## config.mk

```make
export PLATFORM = sky130hd
export DESIGN_NAME = ddr_capture_trainer
export DESIGN_NICKNAME = d
export VERILOG_FILES = /design/src/rtl/ddr_train_pkg.sv /design/src/rtl/tap_lane_cmp.sv /design/src/rtl/tap_window_pick.sv /design/src/rtl/ddr_capture_trainer.sv
export SDC_FILE = /design/constraint.sdc
export NUM_CORES = 1
export LEC_CHECK = 0
export ABC_AREA = 0
export BUFFER_PORTS_ARGS = -buffer_cell sky130_fd_sc_hd__buf_2
export CAP_MARGIN = 20
export CORE_MARGIN = 3
export CORE_UTILIZATION = 27
export CTS_CLUSTER_DIAMETER = 60
export CTS_CLUSTER_SIZE = 8
export DETAILED_ROUTE_END_ITERATION = 10
export PLACE_DENSITY_LB_ADDON = 0.15
export SKIP_LAST_GASP = 1
export SLEW_MARGIN = 20
export SYNTH_ARGS = -nofsm -noshare
export SYNTH_HDL_FRONTEND = slang
export SYNTH_SLANG_ARGS = --single-unit
```

## constraint.sdc

```tcl
create_clock -name clk -period 30.1 [get_ports clk]
set_input_delay 1.505 -clock clk [delete_from_list [all_inputs] [get_ports clk]]
set_output_delay 1.505 -clock clk [all_outputs]
set_load 0.1 [all_outputs]
```

## src/rtl/ddr_train_pkg.sv

```systemverilog
// Package: shared constants and the lane-mode encoding for the capture trainer.
// Assumes the learning pattern is 8 bits sent two bits per clock.
package ddr_train_pkg;
    localparam int PAT_W = 8;
    localparam int BEATS = PAT_W / 2;

    typedef enum logic [1:0] {
        LANES_X1  = 2'b00,
        LANES_X2  = 2'b01,
        LANES_X4  = 2'b10,
        LANES_X4B = 2'b11
    } lane_mode_e;

    // Returns the set of lanes that take part in the comparison for a mode.
    function automatic logic [3:0] active_lanes(input logic [1:0] m);
        case (m)
            LANES_X1: active_lanes = 4'b0001;
            LANES_X2: active_lanes = 4'b0011;
            default:  active_lanes = 4'b1111;
        endcase
    endfunction
endpackage

```

## src/rtl/tap_lane_cmp.sv

```systemverilog
// Module: compares one tap's rising and falling samples across all lanes
// against the expected bits for the current beat.
// Assumes lane_en marks the lanes that count; the other lanes are masked off.
module tap_lane_cmp #(
    parameter int NLANE = 4
) (
    input  logic [NLANE-1:0] rise_bits,
    input  logic [NLANE-1:0] fall_bits,
    input  logic             exp_rise,
    input  logic             exp_fall,
    input  logic [NLANE-1:0] lane_en,
    output logic             mismatch
);
    // Flag any enabled lane that differs from the expected bit on either edge.
    always_comb begin
        mismatch = |(((rise_bits ^ {NLANE{exp_rise}}) |
                      (fall_bits ^ {NLANE{exp_fall}})) & lane_en);
    end
endmodule

```

## src/rtl/tap_window_pick.sv

```systemverilog
// Module: finds the longest run of passing taps and returns its centre,
// rounded down. When runs tie, the run with the lowest index wins.
// Assumes pass has one bit per tap, with tap 0 in bit 0.
module tap_window_pick #(
    parameter int NTAP  = 8,
    parameter int TAP_W = $clog2(NTAP)
) (
    input  logic [NTAP-1:0]  pass,
    output logic             any_pass,
    output logic [TAP_W-1:0] centre
);
    // Scan the taps once, tracking the current run and the best run so far.
    always_comb begin
        int run_len;
        int run_start;
        int best_len;
        int best_start;
        run_len    = 0;
        run_start  = 0;
        best_len   = 0;
        best_start = 0;
        for (int t = 0; t < NTAP; t++) begin
            if (pass[t]) begin
                if (run_len == 0) run_start = t;
                run_len = run_len + 1;
                if (run_len > best_len) begin
                    best_len   = run_len;
                    best_start = run_start;
                end
            end else begin
                run_len = 0;
            end
        end
        any_pass = (best_len != 0);
        centre   = (best_len != 0) ? TAP_W'(best_start + (best_len - 1) / 2) : '0;
    end
endmodule

```

## src/rtl/ddr_capture_trainer.sv

```systemverilog
// Module: top of the capture-point trainer. It counts preamble beats, builds
// up per-tap mismatches, and at the end of the fourth beat selects and holds
// a tap or flags an error.
// Assumes preamble is high for one clock per beat and pattern is stable
// during the preamble. Sample bit index = tap*NLANE + lane.
module ddr_capture_trainer #(
    parameter int NTAP        = 8,
    parameter int NLANE       = 4,
    parameter int DEFAULT_TAP = NTAP / 2
) (
    input  logic                   clk,
    input  logic                   rst_n,
    input  logic                   preamble,
    input  logic [1:0]             mode,
    input  logic [7:0]             pattern,
    input  logic [NTAP*NLANE-1:0]  samp_rise,
    input  logic [NTAP*NLANE-1:0]  samp_fall,
    output logic [$clog2(NTAP)-1:0] tap_sel,
    output logic                   locked,
    output logic                   train_err
);
    import ddr_train_pkg::*;

    localparam int TAP_W = $clog2(NTAP);

    logic [2:0]       beat_cnt;
    logic [1:0]       beat;
    logic             first_beat;
    logic             last_beat;
    logic             training;
    logic             exp_rise;
    logic             exp_fall;
    logic [NLANE-1:0] lane_en;
    logic [NTAP-1:0]  fail_now;
    logic [NTAP-1:0]  fail_acc;
    logic [NTAP-1:0]  pass_vec;
    logic             any_pass;
    logic [TAP_W-1:0] centre;

    // Decode the beat position and the expected bits for this beat (MSB first).
    always_comb begin
        beat       = beat_cnt[1:0];
        training   = preamble && !beat_cnt[2];
        first_beat = training && (beat_cnt == 3'd0);
        last_beat  = training && (beat_cnt == 3'd3);
        exp_rise   = pattern[{~beat, 1'b1}];
        exp_fall   = pattern[{~beat, 1'b0}];
        lane_en    = NLANE'(active_lanes(mode));
        pass_vec   = ~(fail_acc | fail_now);
    end

    generate
        for (genvar t = 0; t < NTAP; t++) begin : g_tap
            tap_lane_cmp #(.NLANE(NLANE)) cmp_i (
                .rise_bits (samp_rise[t*NLANE +: NLANE]),
                .fall_bits (samp_fall[t*NLANE +: NLANE]),
                .exp_rise  (exp_rise),
                .exp_fall  (exp_fall),
                .lane_en   (lane_en),
                .mismatch  (fail_now[t])
            );
        end
    endgenerate

    tap_window_pick #(.NTAP(NTAP), .TAP_W(TAP_W)) pick_i (
        .pass     (pass_vec),
        .any_pass (any_pass),
        .centre   (centre)
    );

    // Count preamble beats, saturating after the fourth, and restart when preamble drops.
    always_ff @(posedge clk) begin
        if (!rst_n)            beat_cnt <= '0;
        else if (!preamble)    beat_cnt <= '0;
        else if (!beat_cnt[2]) beat_cnt <= beat_cnt + 3'd1;
    end

    // Build up the per-tap mismatch flags over the four training beats.
    always_ff @(posedge clk) begin
        if (!rst_n)          fail_acc <= '0;
        else if (first_beat) fail_acc <= fail_now;
        else if (training)   fail_acc <= fail_acc | fail_now;
    end

    // Clear the flags at the start of training, then hold or update the tap at the end.
    always_ff @(posedge clk) begin
        if (!rst_n) begin
            tap_sel   <= TAP_W'(DEFAULT_TAP);
            locked    <= 1'b0;
            train_err <= 1'b0;
        end else if (first_beat) begin
            locked    <= 1'b0;
            train_err <= 1'b0;
        end else if (last_beat) begin
            if (any_pass) begin
                tap_sel <= centre;
                locked  <= 1'b1;
            end else begin
                train_err <= 1'b1;
            end
        end
    end
endmodule

```

Yosys cells after proc, flatten, opt, wreduce, memory -nomap -nowiden. Cells that the tools add are included.

Add/sub/neg operators: 11. $lt $le $gt $ge: 9. Eq/ne operators: 2. Multiplexer cells: 59. Bitwise gates (word level): 39. Reduce and logical (&&, ||, !) cells: 28.

Operators by type and width (number): $mux 32 (20); $logic_not 32->1 (7); $add 32x2->32 const B (6); $gt 32x32->1 (6); $mux 3 (26); $xor 4x4->4 (16); $and 4x4->4 (8); $gt 32x2->1 (1); $or 4x4->4 (8); $reduce_bool 32->1 (1); $reduce_or 4->1 (8); $sub 32x2->32 const B (1); $mux 8 (2); $lt 3x4->1 const B (2); $not 8->8 (1); $or 8x8->8 (1); $pmux 4 s2 (1); $mux 1 (7); $reduce_and 2->1 (3); $bmux 1 s2 (2); $add 3x1->3 (1); $add 3x1->3 const B (1); $add 3x3->3 (1); $eq 3x2->1 const B (1); other kinds (13) (17).

Bits in registers: 16. Input bits: 77. Output and inout bits: 5. Logic and storage cells: 154.

Depth between registers and ports, before layout. Gate-level depths: netlist of the first run.

Depth in word-level cells: 36. Mapped depth: 64. Gate-level depth less buffers: 58.

Hierarchy. From an unflattened synthesis of the first run, not the netlist that was laid out.

Cells, all modules: 549. Area, all modules: 4031.4 µm².

By module, submodules not included: tap_window_pick (instances 1, cells each 376, area each 2573.7 µm², seq. area each 0.0 µm²); tap_lane_cmp (instances 8, cells each 13, area each 96.3 µm², seq. area each 0.0 µm²); ddr_capture_trainer (instances 1, cells each 69, area each 686.9 µm², seq. area each 320.3 µm²).

Worst setup path after synthesis of the first run. No wires, ideal clock.

Path type: input -> register. Start point: in pattern[0]. End point: reg tap_sel[2]. Library setup time: 0.075 ns. Arrival time: 12.766 ns. Required time: 30.025 ns. Path slack: 17.259 ns. Stages: 56. Buffers on the path: 5. Path through: mux4_2 -> buf_4 -> buf_4 -> buf_2 -> a211o_1 -> a22oi_1 -> nand2_1 -> or2_2 -> ha_1 -> nor2_1 -> nor4b_4 -> ha_1 -> ha_1 -> inv_1 -> ha_1 -> o221ai_1 -> mux2i_1 -> inv_1 -> [20 not listed] -> ha_1 -> a21oi_1 -> a21oi_1 -> a21o_1 -> o21ai_1 -> nand2_1 -> a41o_2 -> nand2_1 -> buf_4 -> o21ai_0 -> ha_1 -> fa_1 -> inv_1 -> fa_1 -> and2_1 -> o211ai_2 -> nand3b_1 -> a31oi_1.

Cells in the longest elaborated chain, start to end: 35. Elaborated cells on any way between the ends: 114. Those cells by class: add/sub: 10; order compare: 7; mux: 53; bitwise: 27; reduce/logical: 17.

Ends and longest elaborated chain: start, declared (line ddr_capture_trainer.sv:15) `input logic [7:0] pattern,`; $bmux 1 s2 (*) (line ddr_capture_trainer.sv:47) `exp_fall = pattern[{~beat, 1'b0}];`; $mux 1 (not written as such) (*) (line ddr_capture_trainer.sv:47); $xor 4x4->4 (line tap_lane_cmp.sv:17) `(fall_bits ^ {NLANE{exp_fall}})) & lane_en);`; $or 4x4->4 (line tap_lane_cmp.sv:16) `mismatch = |(((rise_bits ^ {NLANE{exp_rise}}) |`; $and 4x4->4 (line tap_lane_cmp.sv:17); $reduce_or 4->1 (line tap_lane_cmp.sv:16); $or 8x8->8 (*) (line ddr_capture_trainer.sv:49) `pass_vec = ~(fail_acc | fail_now);`; $not 8->8 (*) (line ddr_capture_trainer.sv:49); [19 not listed]; $mux 32 (line tap_window_pick.sv:23) `if (pass[t]) begin`; $gt 32x32->1 (line tap_window_pick.sv:26) `if (run_len > best_len) begin`; $mux 32 (line tap_window_pick.sv:26); $mux 32 (line tap_window_pick.sv:23); $sub 32x2->32 (line tap_window_pick.sv:35) `centre = (best_len != 0) ? TAP_W'(best_start + (best_len - 1) / 2) : '0;`; $and 1x1->1 (no line); $add 3x1->3 (no line); $add 3x3->3 (line tap_window_pick.sv:35); end signal, assigned (line ddr_capture_trainer.sv:88) `tap_sel <= TAP_W'(DEFAULT_TAP);`; end signal, assigned (line ddr_capture_trainer.sv:96) `tap_sel <= centre;`; end, declared (line ddr_capture_trainer.sv:18) `output logic [$clog2(NTAP)-1:0] tap_sel,`.

Every way passes the cells marked *; elsewhere a longest branch is shown, timed or not. The select of a mux whose other input is x is not followed. A chain may end at the register's enable or synchronous reset.

Worst setup path in the final report of the first run.
Start point: in pattern[1]. End point: reg tap_sel[2].

Cells in the longest elaborated chain, start to end: 35. Elaborated cells on any way between the ends: 114. Those cells by class: add/sub: 10; order compare: 7; mux: 53; bitwise: 27; reduce/logical: 17.

Ends and longest elaborated chain: $bmux 1 s2 (*) (line ddr_capture_trainer.sv:46) `exp_rise = pattern[{~beat, 1'b1}];`; $mux 1 (not written as such) (*) (line ddr_capture_trainer.sv:46); $xor 4x4->4 (line tap_lane_cmp.sv:16); $or 4x4->4 (line tap_lane_cmp.sv:16); $and 4x4->4 (line tap_lane_cmp.sv:17); $reduce_or 4->1 (line tap_lane_cmp.sv:16); $or 8x8->8 (*) (line ddr_capture_trainer.sv:49); $not 8->8 (*) (line ddr_capture_trainer.sv:49); [19 not listed]; $mux 32 (line tap_window_pick.sv:23); $gt 32x32->1 (line tap_window_pick.sv:26); $mux 32 (line tap_window_pick.sv:26); $mux 32 (line tap_window_pick.sv:23); $sub 32x2->32 (line tap_window_pick.sv:35); $and 1x1->1 (no line); $add 3x1->3 (no line); $add 3x3->3 (line tap_window_pick.sv:35).

Marks and branches as above.

==> results of run 1 <==
layout make-up:
| cell class | instances | share of cell area (%) |
|---|---|---|
| Tap cell | 180 | 4.98 |
| Multi-Input combinational cell | 466 | 74.2 |
| Inverter | 31 | 2.68 |
| Clock buffer | 4 | 1.96 |
| Sequential cell | 16 | 7.08 |
| Timing Repair Buffer | 82 | 9.12 |
path summary, 6_finish.rpt:
path | depth (start not counted) | start | endpoint | slack, ps
worst max-delay path | 53 | pattern[1] | tap_sel[2]$_SDFFE_PN1P_ | 16090
worst min-delay path | 2 | tap_sel[1]$_SDFFE_PN0P_ | tap_sel[1]$_SDFFE_PN0P_ | 480
worst max register to register | 52 | beat_cnt[0]$_SDFFE_PN0N_ | tap_sel[2]$_SDFFE_PN1P_ | 16890
worst min register to register | 2 | tap_sel[1]$_SDFFE_PN0P_ | tap_sel[1]$_SDFFE_PN0P_ | 480
flip-flops by register name, summed over array words and instances, names as in the netlist:
signal,flops
beat_cnt,3
locked,1
tap_sel,3
fail_acc,8
train_err,1
power by group through the flow:
| stage | Sequential, mW | Combinational (mW) | Clock, mW |
|---|---|---|---|
| 2_1_floorplan | 0.0235 | 0.0436 | 0 |
| 3_3_place_gp | 0.0238 | 0.0584 | 0 |
| 3_5_place_dp | 0.0237 | 0.0590 | 0 |
| 4_1_cts | 0.0233 | 0.0594 | 0.0310 |
| 5_1_grt | 0.0234 | 0.0665 | 0.0320 |
| 6_report | 0.0233 | 0.0590 | 0.0300 |
placed cells by master (no fill, tap or decap), types with 17 or more instances in the layout:
master and count:
sky130_fd_sc_hd__a21oi_1 31, sky130_fd_sc_hd__buf_2 81, sky130_fd_sc_hd__ha_1 37, sky130_fd_sc_hd__inv_1 29, sky130_fd_sc_hd__mux2i_1 28, sky130_fd_sc_hd__nand2_1 53
sky130_fd_sc_hd__nand3_1 17, sky130_fd_sc_hd__nor2_1 55, sky130_fd_sc_hd__o21ai_0 22, sky130_fd_sc_hd__xnor2_1 17
tightest hold or removal path: cells and delay by family, from the launching register on:
family / cells / cell delay [ps]
AO/OA/AOI/OAI: 2 / 120
flip-flops: 1 / 310
logic make-up after synthesis:
family	Yosys count	synth area share, %
mux	38	11.8
other cells	2	0.193
compound gates	138	24.0
xor+xnor	34	8.70
simple gates	209	28.3
buf+inv	51	5.83
fa+ha+maj	39	13.0
flops	16	8.25
through the flow:
step / hold WS (ps) / utilization (%) / instance area, sq um / power (mW) / cells
3_3_place_gp: 472 / 31.7 / 4440 / 0.0821 / 775
4_1_cts: 476 / 32.4 / 4530 / 0.114 / 779
2_1_floorplan: 445 / - / 3910 / 0.0671 / 533
3_5_place_dp: 467 / 31.7 / 4440 / 0.0828 / 775
6_report: 478 / 32.4 / 4530 / 0.112 / 779
5_1_grt: 522 / 32.4 / 4530 / 0.122 / 779
routing by layer:
layer | GRT usage [%] | share of wire (%) | vias up
met3 | 2.46 | 4.0 | 10
met4 | 2.27 | 0.59 | 0
met1 | 19.8 | 44 | 1987
li1 | - | - | 2052
met2 | 28.3 | 51 | 91
met5 | 0 | 0 | -
==> Implementation_results.wiki, run 1 <==
{| class="wikitable"
! Metric !! Value
|-
| Outcome || completed
|-
| Total of buffers placed on input and output ports || 81
|-
| Total count of max-transition violations in the final report || 0
|-
| First drt pass iteration count || 5
|-
| # setup viols final || 0
|-
| Warnings, synthesis || 0
|-
| Sequential Area || about 320 sq um
|-
| Largest cells by area after synthesis || sky130_fd_sc_hd__ha_1 (12%), sky130_fd_sc_hd__dfxtp_1 (8.3%), sky130_fd_sc_hd__mux2i_1 (7.2%)
|-
| Dominant synthesized flop cell || sky130_fd_sc_hd__dfxtp_1
|-
| Clock latency on the worst-skew pair || between 200 and 300 ps
|-
| Worst Tran Pin Value || around 880 ps
|-
| Number of global-route vias before repair || 4,124
|-
| Total global routing track utilization || approximately 16%
|-
| Worst slew slack as a fraction of its limit || 40.9%
|-
| Die outline area || between 0.015 and 0.02 sq mm
|-
| Clock Tree Buf Depth || 2
|-
| Combinational group share of total power || 52.6%
|-
| Post-synthesis register bit count || 16
|-
| Top cell type by total area after synthesis || sky130_fd_sc_hd__ha_1
|-
| CTS sink cnt || 16
|-
| Clock buffer count from CTS || 3
|-
| DRT iter0 DRCs || ~260
|-
| Post-Synthesis Cell Area || 0.00388 sq mm
|-
| Clock-pin slew on the worst setup and hold paths || 50 ps
|-
| Largest vdd supply drop || around 0.019 mV
|-
| Required time reported for the critical path endpoint || slightly above 30,000 ps
|-
| Area share of the leading cell type in the synthesized netlist || between 10% and 20%
|-
| Fillcell total || 1,508
|-
| Antenna violations before repair || 0
|-
| Placement row count || 43
|-
| Worst Setup Path Type || input port to register
|-
| Number of standard cells after synthesis || about 530
|-
| Fin Setup TNS || 0 ps
|-
| RSZ-0062 raised after global routing || false
|-
| WP data arrival || approximately 14,000 ps
|-
| # Post-CTS Setup Buffers || 0
|-
| Library cells used by synthesis || 76
|-
| Layout overhead on the synthesized area || 16.6%
|-
| Number of enable-type register cells in the synthesized netlist || 0
|-
| Routed wirelength normalized by instance count || approximately 16 um
|-
| Mean cell area of the mapped netlist || between 7 and 8 sq um
|-
| DRC Markers || 0
|-
| Net count of the finished layout || 716
|-
| Wire length of the first global-routing pass || between 20,000 and 25,000 um
|-
| Area taken by multi-input logic gates || roughly 0.0034 sq mm
|-
| Slowest cell on crit path || sky130_fd_sc_hd__mux4_2
|-
| Setup slack after layout || roughly 16,000 ps
|-
| Deepest level of the CTS H-tree || 1
|-
| Sw power || between 0.04 and 0.05 mW
|-
| Total of cells resized after clock tree synthesis || 0
|-
| Worst-path fanout max || 24
|-
| Power density over cell area || approximately 25 mW/mm^2
|-
| P_int || between 0.06 and 0.07 mW
|-
| Critical path's top delay family || compound AO/OA/AOI/OAI gates
|-
| Final setup skew || around 2.3 ps
|-
| Seq pwr share || between 20% and 30%
|-
| Placed wire-length estimate || ~11,000 um
|-
| Floorplan core area || ~0.014 sq mm
|-
| Async set-reset flop share out of synthesis || 0%
|-
| Share of the clock period used by the worst path || a little under half
|-
| Pre-CTS worst setup slack || ~16,000 ps
|-
| Largest net degree at the start of global routing || 26
|-
| Clock Tree Root || sky130_fd_sc_hd__clkbuf_16
|-
| Crit path largest cell delay || 780 ps
|-
| Mean number of vias per cell || 5.31
|-
| Number of hold buffers added after CTS || 0
|-
| Count of boundary I/O pins || 82
|-
| Sequential element share of the synthesized area || under 10%
|-
| Maximum clock rate || between 0.07 and 0.08 GHz
|-
| Sw frac || around two fifths
|-
| Fraction of final layout cells sized beyond drive strength 1 || around a fifth
|-
| Type of the most critical hold path || register to register
|-
| Leading cell types by count after synthesis || sky130_fd_sc_hd__nor2_1 (55), sky130_fd_sc_hd__nand2_1 (53), sky130_fd_sc_hd__ha_1 (37)
|-
| Worst path most repeated cell || sky130_fd_sc_hd__ha_1
|-
| Total wirelength of the detailed-routed design || roughly 13,000 um
|-
| Count of max-cap constraint violations || 0
|-
| Power share of the clock group || between 20% and 30%
|-
| CTS tree || done
|-
| Starting utilization of the core area || about 28%
|-
| Time the final worst path needs with I/O delays and setup || 14,010 ps
|-
| Overflow after GRT || 0
|-
| Final weighted congestion in routability-driven placement || 0.803
|-
| Nature of the critical path endpoint || register
|-
| Number of inserted diodes || 0
|-
| Leakage || between 2 and 2.5 nW
|-
| Die Width || about 130 um
|-
| Worst path buffer plus inverter count || 6
|-
| Startpoint types || input port
|-
| Die boundary height || roughly 130 um
|-
| Hold violation total from the final report || 0
|-
| Remaining number of nets flagged by the antenna check after routing || 0
|-
| Count leader, synth || sky130_fd_sc_hd__nor2_1
|-
| Routed via count || approximately 4,100
|}
Power figures use the tool's default switching activity.
==> run 2, diff against run 1 <==
- clock period: 30.1 -> 14.25 ns (I/O delays scaled with it)
==> run 2 against run 1 <==
Compared with the run above:
- die area unchanged
- non-clock buffer count up 8
- highest routed layer unchanged
- final cell count up 1.0%
==> Implementation_results.wiki, run 2 (synthesis gave the netlist of run 1 again) <==
{| class="wikitable"
! Metric !! Value
|-
| Routed via count || 4,225 (was 4,140)
|-
| Die outline area || 0.0159 sq mm (unchanged)
|-
| Count of boundary I/O pins || 82 (unchanged)
|-
| Post-route insts no fill || 787 (was 779)
|-
| Floorplan core area || 0.0140 sq mm (unchanged)
|-
| Crit path largest cell delay || 690 ps (was 780 ps)
|-
| Largest reg by FF count || fail_acc (unchanged)
|-
| Placed wire-length estimate || 10,800 um (was 10,500 um)
|-
| DRC Markers || 0 (unchanged)
|-
| Worst slew slack as a fraction of its limit || 43.8% (was 40.9%)
|-
| Layout overhead on the synthesized area || 18.1% (was 16.6%)
|-
| Startpoint types || input port (unchanged)
|-
| Fin Setup TNS || 0 ps (unchanged)
|-
| Net count of the finished layout || 724 (was 716)
|-
| Leakage || 2.06 nW (was 2.01 nW)
|-
| Worst path most repeated cell || sky130_fd_sc_hd__ha_1 (unchanged)
|-
| Worst Tran Pin Value || 836 ps (was 885 ps)
|-
| Worst setup path end || tap_sel[2]$_SDFFE_PN1P_ (unchanged)
|-
| RSZ-0062 raised after global routing || false (unchanged)
|-
| Placement row count || 43 (unchanged)
|-
| Final setup skew || 4.59 ps (was 2.30 ps)
|-
| Total wirelength of the detailed-routed design || 13,000 um (was 12,600 um)
|-
| Time the final worst path needs with I/O delays and setup || between 10,000 and 15,000 ps
|-
| Fillcell total || 1,541 (was 1,508)
|-
| Clock-pin slew on the worst setup and hold paths || 50 ps (about the same)
|-
| Placed cell area || 0.00448 sq mm (was 0.00444 sq mm)
|-
| Reg2reg end || tap_sel[2]$_SDFFE_PN1P_ (unchanged)
|-
| Total global routing track utilization || 16.1% (was 15.6%)
|-
| Worst Setup Path Type || input port to register (unchanged)
|-
| Outcome || completed (unchanged)
|-
| Wire length of the first global-routing pass || 21,100 um (was 20,600 um)
|-
| CTS sink cnt || 16 (unchanged)
|-
| Deepest level of the CTS H-tree || 1 (unchanged)
|-
| Clock Tree Root || sky130_fd_sc_hd__clkbuf_16 (unchanged)
|-
| Starting utilization of the core area || 27.8% (unchanged)
|-
| Design area || 0.00459 sq mm (was 0.00453 sq mm)
|-
| Final weighted congestion in routability-driven placement || 0.892 (was 0.803)
|-
| Worst-path fanout max || 15 (was 24)
|-
| Most common cell after layout, fill and taps aside || sky130_fd_sc_hd__buf_2 (unchanged)
|-
| Logic depth of the worst register-to-register path || 52 (unchanged)
|-
| Flip-flop count of the largest register, all copies and words added || 8 (unchanged)
|-
| Total count of max-transition violations in the final report || 0 (unchanged)
|-
| Clock buffer count from CTS || 3 (unchanged)
|-
| Overflow after GRT || 0 (unchanged)
|-
| WP data arrival || 12,990 ps (was 14,190 ps)
|-
| Clock Tree Buf Depth || 2 (unchanged)
|-
| Clock latency on the worst-skew pair || 260 ps (was 250 ps)
|-
| Commonest cells after routing, fill and taps aside || sky130_fd_sc_hd__buf_2 (81), sky130_fd_sc_hd__nor2_1 (55), sky130_fd_sc_hd__nand2_1 (53), sky130_fd_sc_hd__ha_1 (37), sky130_fd_sc_hd__a21oi_1 (31) (unchanged)
|-
| Routed wirelength normalized by instance count || 16.5 um (was 16.2 um)
|-
| Die boundary height || 126 um (unchanged)
|-
| R2R setup slack || 1480 ps (was 16,890 ps)
|-
| Mean number of vias per cell || 5.37 (was 5.31)
|-
| Die Width || 126 um (unchanged)
|-
| Largest net degree at the start of global routing || 21 (was 26)
|-
| Count of max-cap constraint violations || 0 (unchanged)
|-
| Share of the clock period used by the worst path || 89.9%
|-
| DRT iter0 DRCs || 244 (was 255)
|-
| Number of cells after detailed placement || 780 (was 775)
|-
| Number of global-route vias before repair || 4,109 (was 4,124)
|-
| CTS tree || done (unchanged)
|-
| Largest vdd supply drop || 0.0334 mV (was 0.0188 mV)
|-
| Total of buffers placed on input and output ports || 81 (unchanged)
|-
| Antenna violations before repair || 0 (unchanged)
|-
| Slowest cell on crit path || sky130_fd_sc_hd__mux4_2 (unchanged)
|-
| Type of the most critical hold path || register to register (unchanged)
|-
| # setup viols final || 0 (unchanged)
|-
| Required time reported for the critical path endpoint || 14,430 ps (was 30,280 ps)
|-
| Maximum clock rate || around 0.078 GHz
|-
| Hold violation total from the final report || 0 (unchanged)
|-
| Top flop regs || fail_acc: 8 flops, beat_cnt: 3 flops, tap_sel: 3 flops (unchanged)
|-
| Crit Reg-Reg Startpoint || beat_cnt[0]$_SDFFE_PN0N_ (unchanged)
|-
| Remaining number of nets flagged by the antenna check after routing || 0 (unchanged)
|-
| Worst setup startpoint || pattern[2] (was pattern[1])
|-
| Power density over cell area || 52.4 mW/mm^2 (was 24.8 mW/mm^2)
|-
| Number of inserted diodes || 0 (unchanged)
|-
| First drt pass iteration count || 5 (unchanged)
|-
| Fraction of final layout cells sized beyond drive strength 1 || 22.1% (was 21.0%)
|-
| Nature of the critical path endpoint || register (unchanged)
|}
-- run 2: per-layer routing --
layer  wire [um]  global-route usage [%]  part of all wire [%]
met5           0                       0                     0
met4         198                    3.22                   1.5
met3         455                    2.33                   3.5
met2        6560                    29.0                    50
met1        5790                    20.3                    45
-- run 2: through the flow --
stage               worst slack, ps  power [mW]  hold WS [ps]  util, %
floorplan                      2200       0.142           445        -
global placement               1340       0.175           470     32.0
detailed placement              944       0.176           467     32.0
CTS                            1210       0.241           476     32.6
global route                    225       0.261           532     32.8
finish                         1440       0.240           483     32.8
-- run 2: cell type report --
class	count	area (sq um)	area share [%]
flip-flops and latches	16	320	6.98
repair buffers	90	473	10.3
clock buffers	4	88.8	1.94
well taps	180	225	4.91
inverters	31	121	2.65
multi-input cells	466	3360	73.2
-- run 2: critical path, delay by kind of cell --
family	cells	cell delay, ps
adder cells (fa/ha/maj)	11	3040
multiplexers	4	1550
AO/OA/AOI/OAI	20	4660
buffers and inverters	5	400
AND/OR/NAND/NOR	13	2650
-- run 2: what timing repair did --
| action | 4_1_cts | 5_1_grt |
|---|---|---|
| gates resized for setup | 0 | 0 |
| setup buffers | 0 | 3 |
| setup endpoints to repair | 0 | 1 |
| hold buffers | 0 | 0 |
-- run 2: power by group --
| part | total [mW] | internal [mW] | switching [mW] | leakage, nW |
|---|---|---|---|---|
| combinational | 0.128 | 0.0542 | 0.0735 | 1.88 |
| sequential | 0.0492 | 0.0471 | 0.00217 | 0.132 |
| clock | 0.0633 | 0.0428 | 0.0205 | 0.0442 |
-- run 2: worst min-delay path by stage --
stage,startpoint,end,slack [ps],cells past startpoint
after detailed placement,tap_sel[1]$_SDFFE_PN0P_,tap_sel[1]$_SDFFE_PN0P_,470,2
after floorplan,fail_acc[3]$_SDFFE_PN0P_,fail_acc[3]$_SDFFE_PN0P_,440,2
final,fail_acc[3]$_SDFFE_PN0P_,fail_acc[3]$_SDFFE_PN0P_,480,2
after global placement,fail_acc[3]$_SDFFE_PN0P_,fail_acc[3]$_SDFFE_PN0P_,470,2
after global routing,fail_acc[1]$_SDFFE_PN0P_,fail_acc[1]$_SDFFE_PN0P_,530,2
after CTS,tap_sel[1]$_SDFFE_PN0P_,tap_sel[1]$_SDFFE_PN0P_,480,2
